**config.mk**
```make
export PLATFORM = sky130hd
export DESIGN_NAME = pred_vec_writeback
export DESIGN_NICKNAME = d
export VERILOG_FILES = /design/src/rtl/wb_pkg.sv /design/src/rtl/wb_mask_file.sv /design/src/rtl/wb_pred_select.sv /design/src/rtl/wb_lane_merge.sv /design/src/rtl/pred_vec_writeback.sv
export SDC_FILE = /design/constraint.sdc
export NUM_CORES = 2
export LEC_CHECK = 0
export ABC_AREA = 1
export ABC_CLOCK_PERIOD_IN_PS = 8400
export BUFFER_PORTS_ARGS = -buffer_cell sky130_fd_sc_hd__buf_2
export CAP_MARGIN = 30
export CORE_AREA = 2 2 657 659
export CTS_CLUSTER_DIAMETER = 150
export DETAILED_ROUTE_END_ITERATION = 10
export DIE_AREA = 0 0 659 661
export PLACE_DENSITY_LB_ADDON = 0.08
export SYNTH_ARGS = -nofsm -noshare
export SYNTH_HDL_FRONTEND = slang
export SYNTH_SLANG_ARGS = --single-unit
```
**constraint.sdc**
```tcl
create_clock -name clk -period 8.4 [get_ports clk]
set_input_delay 2.52 -clock clk [delete_from_list [all_inputs] [get_ports clk]]
set_output_delay 2.52 -clock clk [all_outputs]
set_load 0.01 [all_outputs]
```
**src/rtl/wb_pkg.sv**
```systemverilog
package wb_pkg;
    typedef enum logic {
        ST_IDLE = 1'b0,
        ST_EMIT = 1'b1
    } wb_state_e;
endpackage

```
**src/rtl/wb_mask_file.sv**
```systemverilog
module wb_mask_file #(
    parameter int NUM_MREG = 8,
    parameter int MASK_W   = 64,
    parameter int PRED_W   = 16,
    localparam int IDX_W   = $clog2(NUM_MREG)
) (
    input  logic              clk,
    input  logic              rst_n,
    input  logic              wr_en,
    input  logic [IDX_W-1:0]  wr_idx,
    input  logic [MASK_W-1:0] wr_data,
    input  logic [IDX_W-1:0]  rd_idx,
    output logic [MASK_W-1:0] rd_data,
    input  logic [IDX_W-1:0]  pr_idx,
    output logic [PRED_W-1:0] pr_data
);
    logic [MASK_W-1:0] regs_q [NUM_MREG];

    for (genvar r = 0; r < NUM_MREG; r++) begin : g_reg
        always_ff @(posedge clk) begin
            if (!rst_n) begin
                regs_q[r] <= '0;
            end else if (wr_en && (wr_idx == IDX_W'(r))) begin
                regs_q[r] <= wr_data;
            end
        end
    end

    always_comb begin
        rd_data = regs_q[rd_idx];
        pr_data = regs_q[pr_idx][PRED_W-1:0];
    end
endmodule

```
**src/rtl/wb_pred_select.sv**
```systemverilog
module wb_pred_select #(
    parameter int NUM_MREG = 8,
    parameter int PRED_W   = 16,
    localparam int IDX_W   = $clog2(NUM_MREG)
) (
    input  logic [IDX_W-1:0]  sel,
    input  logic [PRED_W-1:0] stored,
    input  logic              wr_en,
    input  logic [IDX_W-1:0]  wr_idx,
    input  logic [PRED_W-1:0] wr_low,
    output logic [PRED_W-1:0] pred
);
    logic fwd;

    always_comb begin
        fwd = wr_en && (wr_idx == sel);
        if (sel == '0) begin
            pred = '1;
        end else if (fwd) begin
            pred = wr_low;
        end else begin
            pred = stored;
        end
    end
endmodule

```
**src/rtl/wb_lane_merge.sv**
```systemverilog
module wb_lane_merge #(
    parameter int ELEM_W = 32
) (
    input  logic              keep,
    input  logic              zero_mode,
    input  logic [ELEM_W-1:0] new_elem,
    input  logic [ELEM_W-1:0] old_elem,
    output logic [ELEM_W-1:0] res_elem,
    output logic              res_we
);
    always_comb begin
        if (keep) begin
            res_elem = new_elem;
        end else if (zero_mode) begin
            res_elem = '0;
        end else begin
            res_elem = old_elem;
        end
        res_we = keep | zero_mode;
    end
endmodule

```
**src/rtl/pred_vec_writeback.sv**
```systemverilog
module pred_vec_writeback #(
    parameter int NUM_ELEM = 16,
    parameter int ELEM_W   = 32,
    parameter int NUM_MREG = 8,
    parameter int MASK_W   = 64,
    localparam int VEC_W   = NUM_ELEM * ELEM_W,
    localparam int IDX_W   = $clog2(NUM_MREG)
) (
    input  logic                clk,
    input  logic                rst_n,
    input  logic                in_valid,
    input  logic                zero_mode,
    input  logic [IDX_W-1:0]    pred_sel,
    input  logic [VEC_W-1:0]    new_vec,
    input  logic [VEC_W-1:0]    old_vec,
    input  logic                mwr_en,
    input  logic [IDX_W-1:0]    mwr_idx,
    input  logic [MASK_W-1:0]   mwr_data,
    input  logic [IDX_W-1:0]    mrd_idx,
    output logic [MASK_W-1:0]   mrd_data,
    output logic                out_valid,
    output logic [VEC_W-1:0]    out_vec,
    output logic [NUM_ELEM-1:0] out_we
);
    import wb_pkg::*;

    wb_state_e             state_q, state_nx;
    logic [NUM_ELEM-1:0]   stored_pred;
    logic [NUM_ELEM-1:0]   pred;
    logic [VEC_W-1:0]      vec_nx;
    logic [NUM_ELEM-1:0]   we_nx;

    wb_mask_file #(
        .NUM_MREG (NUM_MREG),
        .MASK_W   (MASK_W),
        .PRED_W   (NUM_ELEM)
    ) i_mfile (
        .clk     (clk),
        .rst_n   (rst_n),
        .wr_en   (mwr_en),
        .wr_idx  (mwr_idx),
        .wr_data (mwr_data),
        .rd_idx  (mrd_idx),
        .rd_data (mrd_data),
        .pr_idx  (pred_sel),
        .pr_data (stored_pred)
    );

    wb_pred_select #(
        .NUM_MREG (NUM_MREG),
        .PRED_W   (NUM_ELEM)
    ) i_psel (
        .sel    (pred_sel),
        .stored (stored_pred),
        .wr_en  (mwr_en),
        .wr_idx (mwr_idx),
        .wr_low (mwr_data[NUM_ELEM-1:0]),
        .pred   (pred)
    );

    for (genvar e = 0; e < NUM_ELEM; e++) begin : g_lane
        wb_lane_merge #(.ELEM_W(ELEM_W)) i_lane (
            .keep      (pred[e]),
            .zero_mode (zero_mode),
            .new_elem  (new_vec[e*ELEM_W +: ELEM_W]),
            .old_elem  (old_vec[e*ELEM_W +: ELEM_W]),
            .res_elem  (vec_nx[e*ELEM_W +: ELEM_W]),
            .res_we    (we_nx[e])
        );

        // in merge mode an unwritten element carries the old value
        assert_merge_keeps_old_R6: assert property (@(posedge clk) disable iff (!rst_n)
            (in_valid && !zero_mode) |=>
                (out_we[e] || (out_vec[e*ELEM_W +: ELEM_W] == $past(old_vec[e*ELEM_W +: ELEM_W]))));

        // in zeroing mode an element is either zero or the new value
        assert_zero_or_new_R5: assert property (@(posedge clk) disable iff (!rst_n)
            (in_valid && zero_mode) |=>
                ((out_vec[e*ELEM_W +: ELEM_W] == '0) ||
                 (out_vec[e*ELEM_W +: ELEM_W] == $past(new_vec[e*ELEM_W +: ELEM_W]))));
    end

    // State register
    always_ff @(posedge clk) begin
        if (!rst_n) begin
            state_q <= ST_IDLE;
        end else begin
            state_q <= state_nx;
        end
    end

    always_comb begin
        state_nx = state_q;
        unique case (state_q)
            ST_IDLE: state_nx = in_valid ? ST_EMIT : ST_IDLE;
            ST_EMIT: state_nx = in_valid ? ST_EMIT : ST_IDLE;
            default: state_nx = ST_IDLE;
        endcase
    end

    // Output registers
    always_ff @(posedge clk) begin
        if (!rst_n) begin
            out_vec <= '0;
            out_we  <= '0;
        end else if (in_valid) begin
            out_vec <= vec_nx;
            out_we  <= we_nx;
        end
    end

    assign out_valid = (state_q == ST_EMIT);

    assert_valid_follows_R8: assert property (@(posedge clk) disable iff (!rst_n)
        in_valid |=> out_valid);

    assert_quiet_after_idle_R8: assert property (@(posedge clk) disable iff (!rst_n)
        !in_valid |=> !out_valid);

    assert_unmasked_sel0_R3: assert property (@(posedge clk) disable iff (!rst_n)
        (in_valid && pred_sel == '0) |=> ((out_we == '1) && (out_vec == $past(new_vec))));

    assert_zero_all_we_R5: assert property (@(posedge clk) disable iff (!rst_n)
        (in_valid && zero_mode) |=> (out_we == '1));

    assert_bypass_pred_R9: assert property (@(posedge clk) disable iff (!rst_n)
        (in_valid && !zero_mode && mwr_en && mwr_idx == pred_sel && pred_sel != '0)
            |=> (out_we == $past(mwr_data[NUM_ELEM-1:0])));
endmodule

```
==> metrics.md <==
| Metric | Value |
|---|---|
| Worst path buffer plus inverter count | 5 |
| GRT busiest layer | met2 |
| Final hold vios | 0 |
| Crit path launch type | primary input |
| Xor/xnor share of the synthesized area | 0 |
| Tightest Hold Check Type | reg2reg |
| Synth warnings | 0 |
| Final period util | 0.8722 |
| Syn_nets | 8191 |
| Cts-stage hold buffer count | 0 |
| Clk buf depth | 4 |
| Vias per inst | 3.972 |
| Crit path max-delay family | buffers and inverters |
| Router iterations before antenna repair | 6 |
| Synth Area in Compound Gates | 0.09537 |
| Worst Max-Slew Pin Slew | 1.219 ns |
| Max-Cap Viols | 0 |
| Crit path max-delay cell type | inv_6 |
| CTS tree | done |
| Slew headroom | 0.1870 |
| Starting Density | 0.1205 |
| Max Slew Vio Count | 0 |
| Crit path max fanout | 59 |
| Die area | 0.4356 mm^2 |
| Seq cells post-synth | 1041 |
| Clk sinks | 1041 |
| Number of synthesized flops with an enable pin | 512 |
| Root Driver | clkbuf_16 |
| Post-synth top area cell | edfxtp_1 |
| # fillers | between 40000 and 50000 |
| # IOs | 1695 |
| Antenna Nets Post-Route | 0 |
| GPL Wtd Cong | 0.9277 |
| Synth Flop Type | dfxtp_1 |
| Static leakage | around 33 nW |
| Synth cell count leaders | nand2_1, nand3_1, nor2_1, inv_1, a21oi_1 |
| Pwr/cell area | 224.2 mW/mm^2 |
| Yosys top cell area share | 0.2974 |
| Seq/Total Area, Yosys | 0.5023 |
| Height of the chip | 661 um |
| Synth Area in Adders | 0 |
| Clock slew at reported path FFs | 0.05 ns |
| Power share of the clock group | 0.435 |
| Register area | 0.02596 mm^2 |
| Finish-stage setup viols | 0 |
| Sw frac | 0.3415 |
| Post-route DRC | 0 |
| Post-synthesis cell count | between 7000 and 8000 |
| CP Class | in2out |
| Antenna violations before repair | around 240 |
| Port Buffers | 1694 |
| Mean Syn Cell Area | 7.292 um^2 |
| GR Util met3 | 0.05971 |
| Min Tclk post-route | 7.327 ns |
| Layout cells sized above 1 | 0.2441 |
| Area of the multi-input gates | 0.02100 mm^2 |
| Largest family of logic cells by synthesized area | simple AND/OR/NAND/NOR gates |
| WL/cell | a little under 30 um |
| Outcome | finished clean |
| Post-Synth Simple-Gate Area | 0.3068 |
| Post-Route Setup TNS | 0 ns |
| Netlist Area Pre-Place | 0.05169 mm^2 |
| Critical path required time | approximately 5.9 ns |
| Overall global routing resource usage | 0.1850 |
| TritonCTS Buffers | 168 |
| Synth area leaders | edfxtp_1, dfxtp_1, nand2_1 |
| Synth async-reset ratio | 0 |
| Final WL | 423900 um |
| Pin count of the biggest net entering global routing | ~170 |
| Dpl cell area | 0.06676 mm^2 |
| First-pass GRT wire length | 546000 um |
| Combinational Power Share | 0.199 |
| Sw Pwr | 0.005526 W |
| Initial DRC count | 4150 |
| F_max | between 100 and 150 MHz |
| Critical path arrival | 4.81 ns |
| Via count of the first global-routing pass | 55330 |
| GR Layer Usage met2 | 0.3001 |
| RSZ-0062 raised after global routing | no |
| Library cells used by synthesis | 21 |
| Peak VDD IR | approximately 140 uV |
| Cell internal pwr | 0.01066 W |
| Post-CTS setup buffer count | 0 |
| Die width | 659 um |
| Count leader, synth | nand2_1 |
| Setup Skew | approximately 0.06 ns |
| Via count | 57360 |
| Worst path cell trace | buf_8 -> inv_6 -> buf_12 -> buf_4 -> o21ai_0 -> o22ai_1 -> nor2_1 -> a31oi_1 -> buf_2 |
| Grt total ovfl | 0 |
| Core ar. | 0.4291 mm^2 |
| Flop pwr share | 0.366 |
| Nets | 9633 |
| R2R Setup Slk | 5.09 ns |
| Mux contribution to synthesized area | 0 |
| Area grow syn2layout | 39.64% |
| Fin area | just over 0.07 mm^2 |
| Met1 usage in global routing | 0.2317 |
| CP endpoint kind | output pin |
| Cts repair resizes | 0 |
| Largest stage delay, worst path | roughly 0.54 ns |
| Row cnt | 241 |
| CTS H-tree depth | 4 |
| Post-detail-place hpwl | 316200 um |
| Clk_lat worst skew | 0.87 ns |
## through the flow
step | utilization | hold WS, ns | instances | worst slack, ns | total power, W
2_1_floorplan | - | 0.4900 | 7089 | 0.7359 | 0.007381
3_3_place_gp | 0.1550 | 0.4490 | 14060 | 0.8769 | 0.009326
3_5_place_dp | 0.1556 | 0.4518 | 14070 | 0.9165 | 0.009331
4_1_cts | 0.1678 | 0.4607 | 14370 | 0.9085 | 0.01660
5_1_grt | 0.1680 | 0.4739 | 14410 | 0.8177 | 0.01695
6_report | 0.1682 | 0.4608 | 14440 | 1.073 | 0.01618
## routing by layer
metal | wire [um] | vias up | part of all wire
met4 | 15090 | 66 | 0.036
met3 | 34430 | 720 | 0.081
met5 | 412 | - | 0.00097
met2 | 194200 | 2276 | 0.46
met1 | 179700 | 28310 | 0.42
li1 | - | 25990 | -
## power groups by stage
stage	registers (W)	clock network (W)	logic (W)
2_1_floorplan	0.00606	0	0.00132
3_3_place_gp	0.00603	0	0.00329
3_5_place_dp	0.00603	0	0.00330
4_1_cts	0.00593	0.00736	0.00331
5_1_grt	0.00596	0.00749	0.00349
6_report	0.00593	0.00704	0.00322
## flip-flops by register name (all words and copies together) (netlist names)
register        cells
i_mfile.regs_q    512
out_valid           1
out_vec           512
out_we             16
## layout by cell type (no fill, tap or decap), types with 9 or more instances in the layout
cell / Yosys / routed
nand2_1: 1744 / 1734
buf_2: 85 / 1690
nand3_1: 1135 / 1120
nor2_1: 917 / 917
inv_1: 729 / 725
a21oi_1: 560 / 560
dfxtp_1: 529 / 529
edfxtp_1: 512 / 512
o21ai_0: 257 / 256
clkbuf_16: 0 / 171
buf_4: 1 / 99
diode_2: 0 / 75
a31oi_1: 64 / 64
o22ai_1: 48 / 48
clkbuf_1: 414 / 47
clkinv_2: 0 / 23
buf_12: 0 / 23
clkinv_1: 1 / 17
nand3_2: 10 / 17
clkbuf_8: 0 / 17
a221oi_1: 16 / 16
nand2_2: 11 / 14
inv_6: 0 / 9
## final cells by class
cell class                 count  area share
antenna                       75    0.002600
inverter                     736     0.03879
clock buffer                 235     0.06497
multi-input combinational   4764      0.2909
clock inverter                62    0.007540
sequential                  1041      0.3597
tap                         5710     0.09897
timing repair buffer        1820      0.1366
## tightest hold or removal path, delay by kind of cell (launching register included)
family | cells | cell delay [ns]
simple gates | 1 | 0.06
compound gates | 1 | 0.05
flops | 1 | 0.30
## final timing paths
| check | start | to | cells past startpoint |
|---|---|---|---|
| max | mrd_idx[0] | mrd_data[18] | 9 |
| min | out_vec[325]$_SDFFE_PN0P_ | out_vec[325]$_SDFFE_PN0P_ | 2 |
| max reg2reg | i_mfile.regs_q[0][8]$_SDFFCE_PN0P_ | out_vec[284]$_SDFFE_PN0P_ | 10 |
| min reg2reg | out_vec[325]$_SDFFE_PN0P_ | out_vec[325]$_SDFFE_PN0P_ | 2 |
## cells by family (layout without fill, tap and decap cells)
kind of cell / Yosys count / in the layout
simple gates: 3819 / 3819
buf+inv: 1284 / 2853
flops: 1041 / 1041
compound gates: 945 / 945
other cells: 0 / 75
No activity file was read; power rests on OpenSTA's default activity.
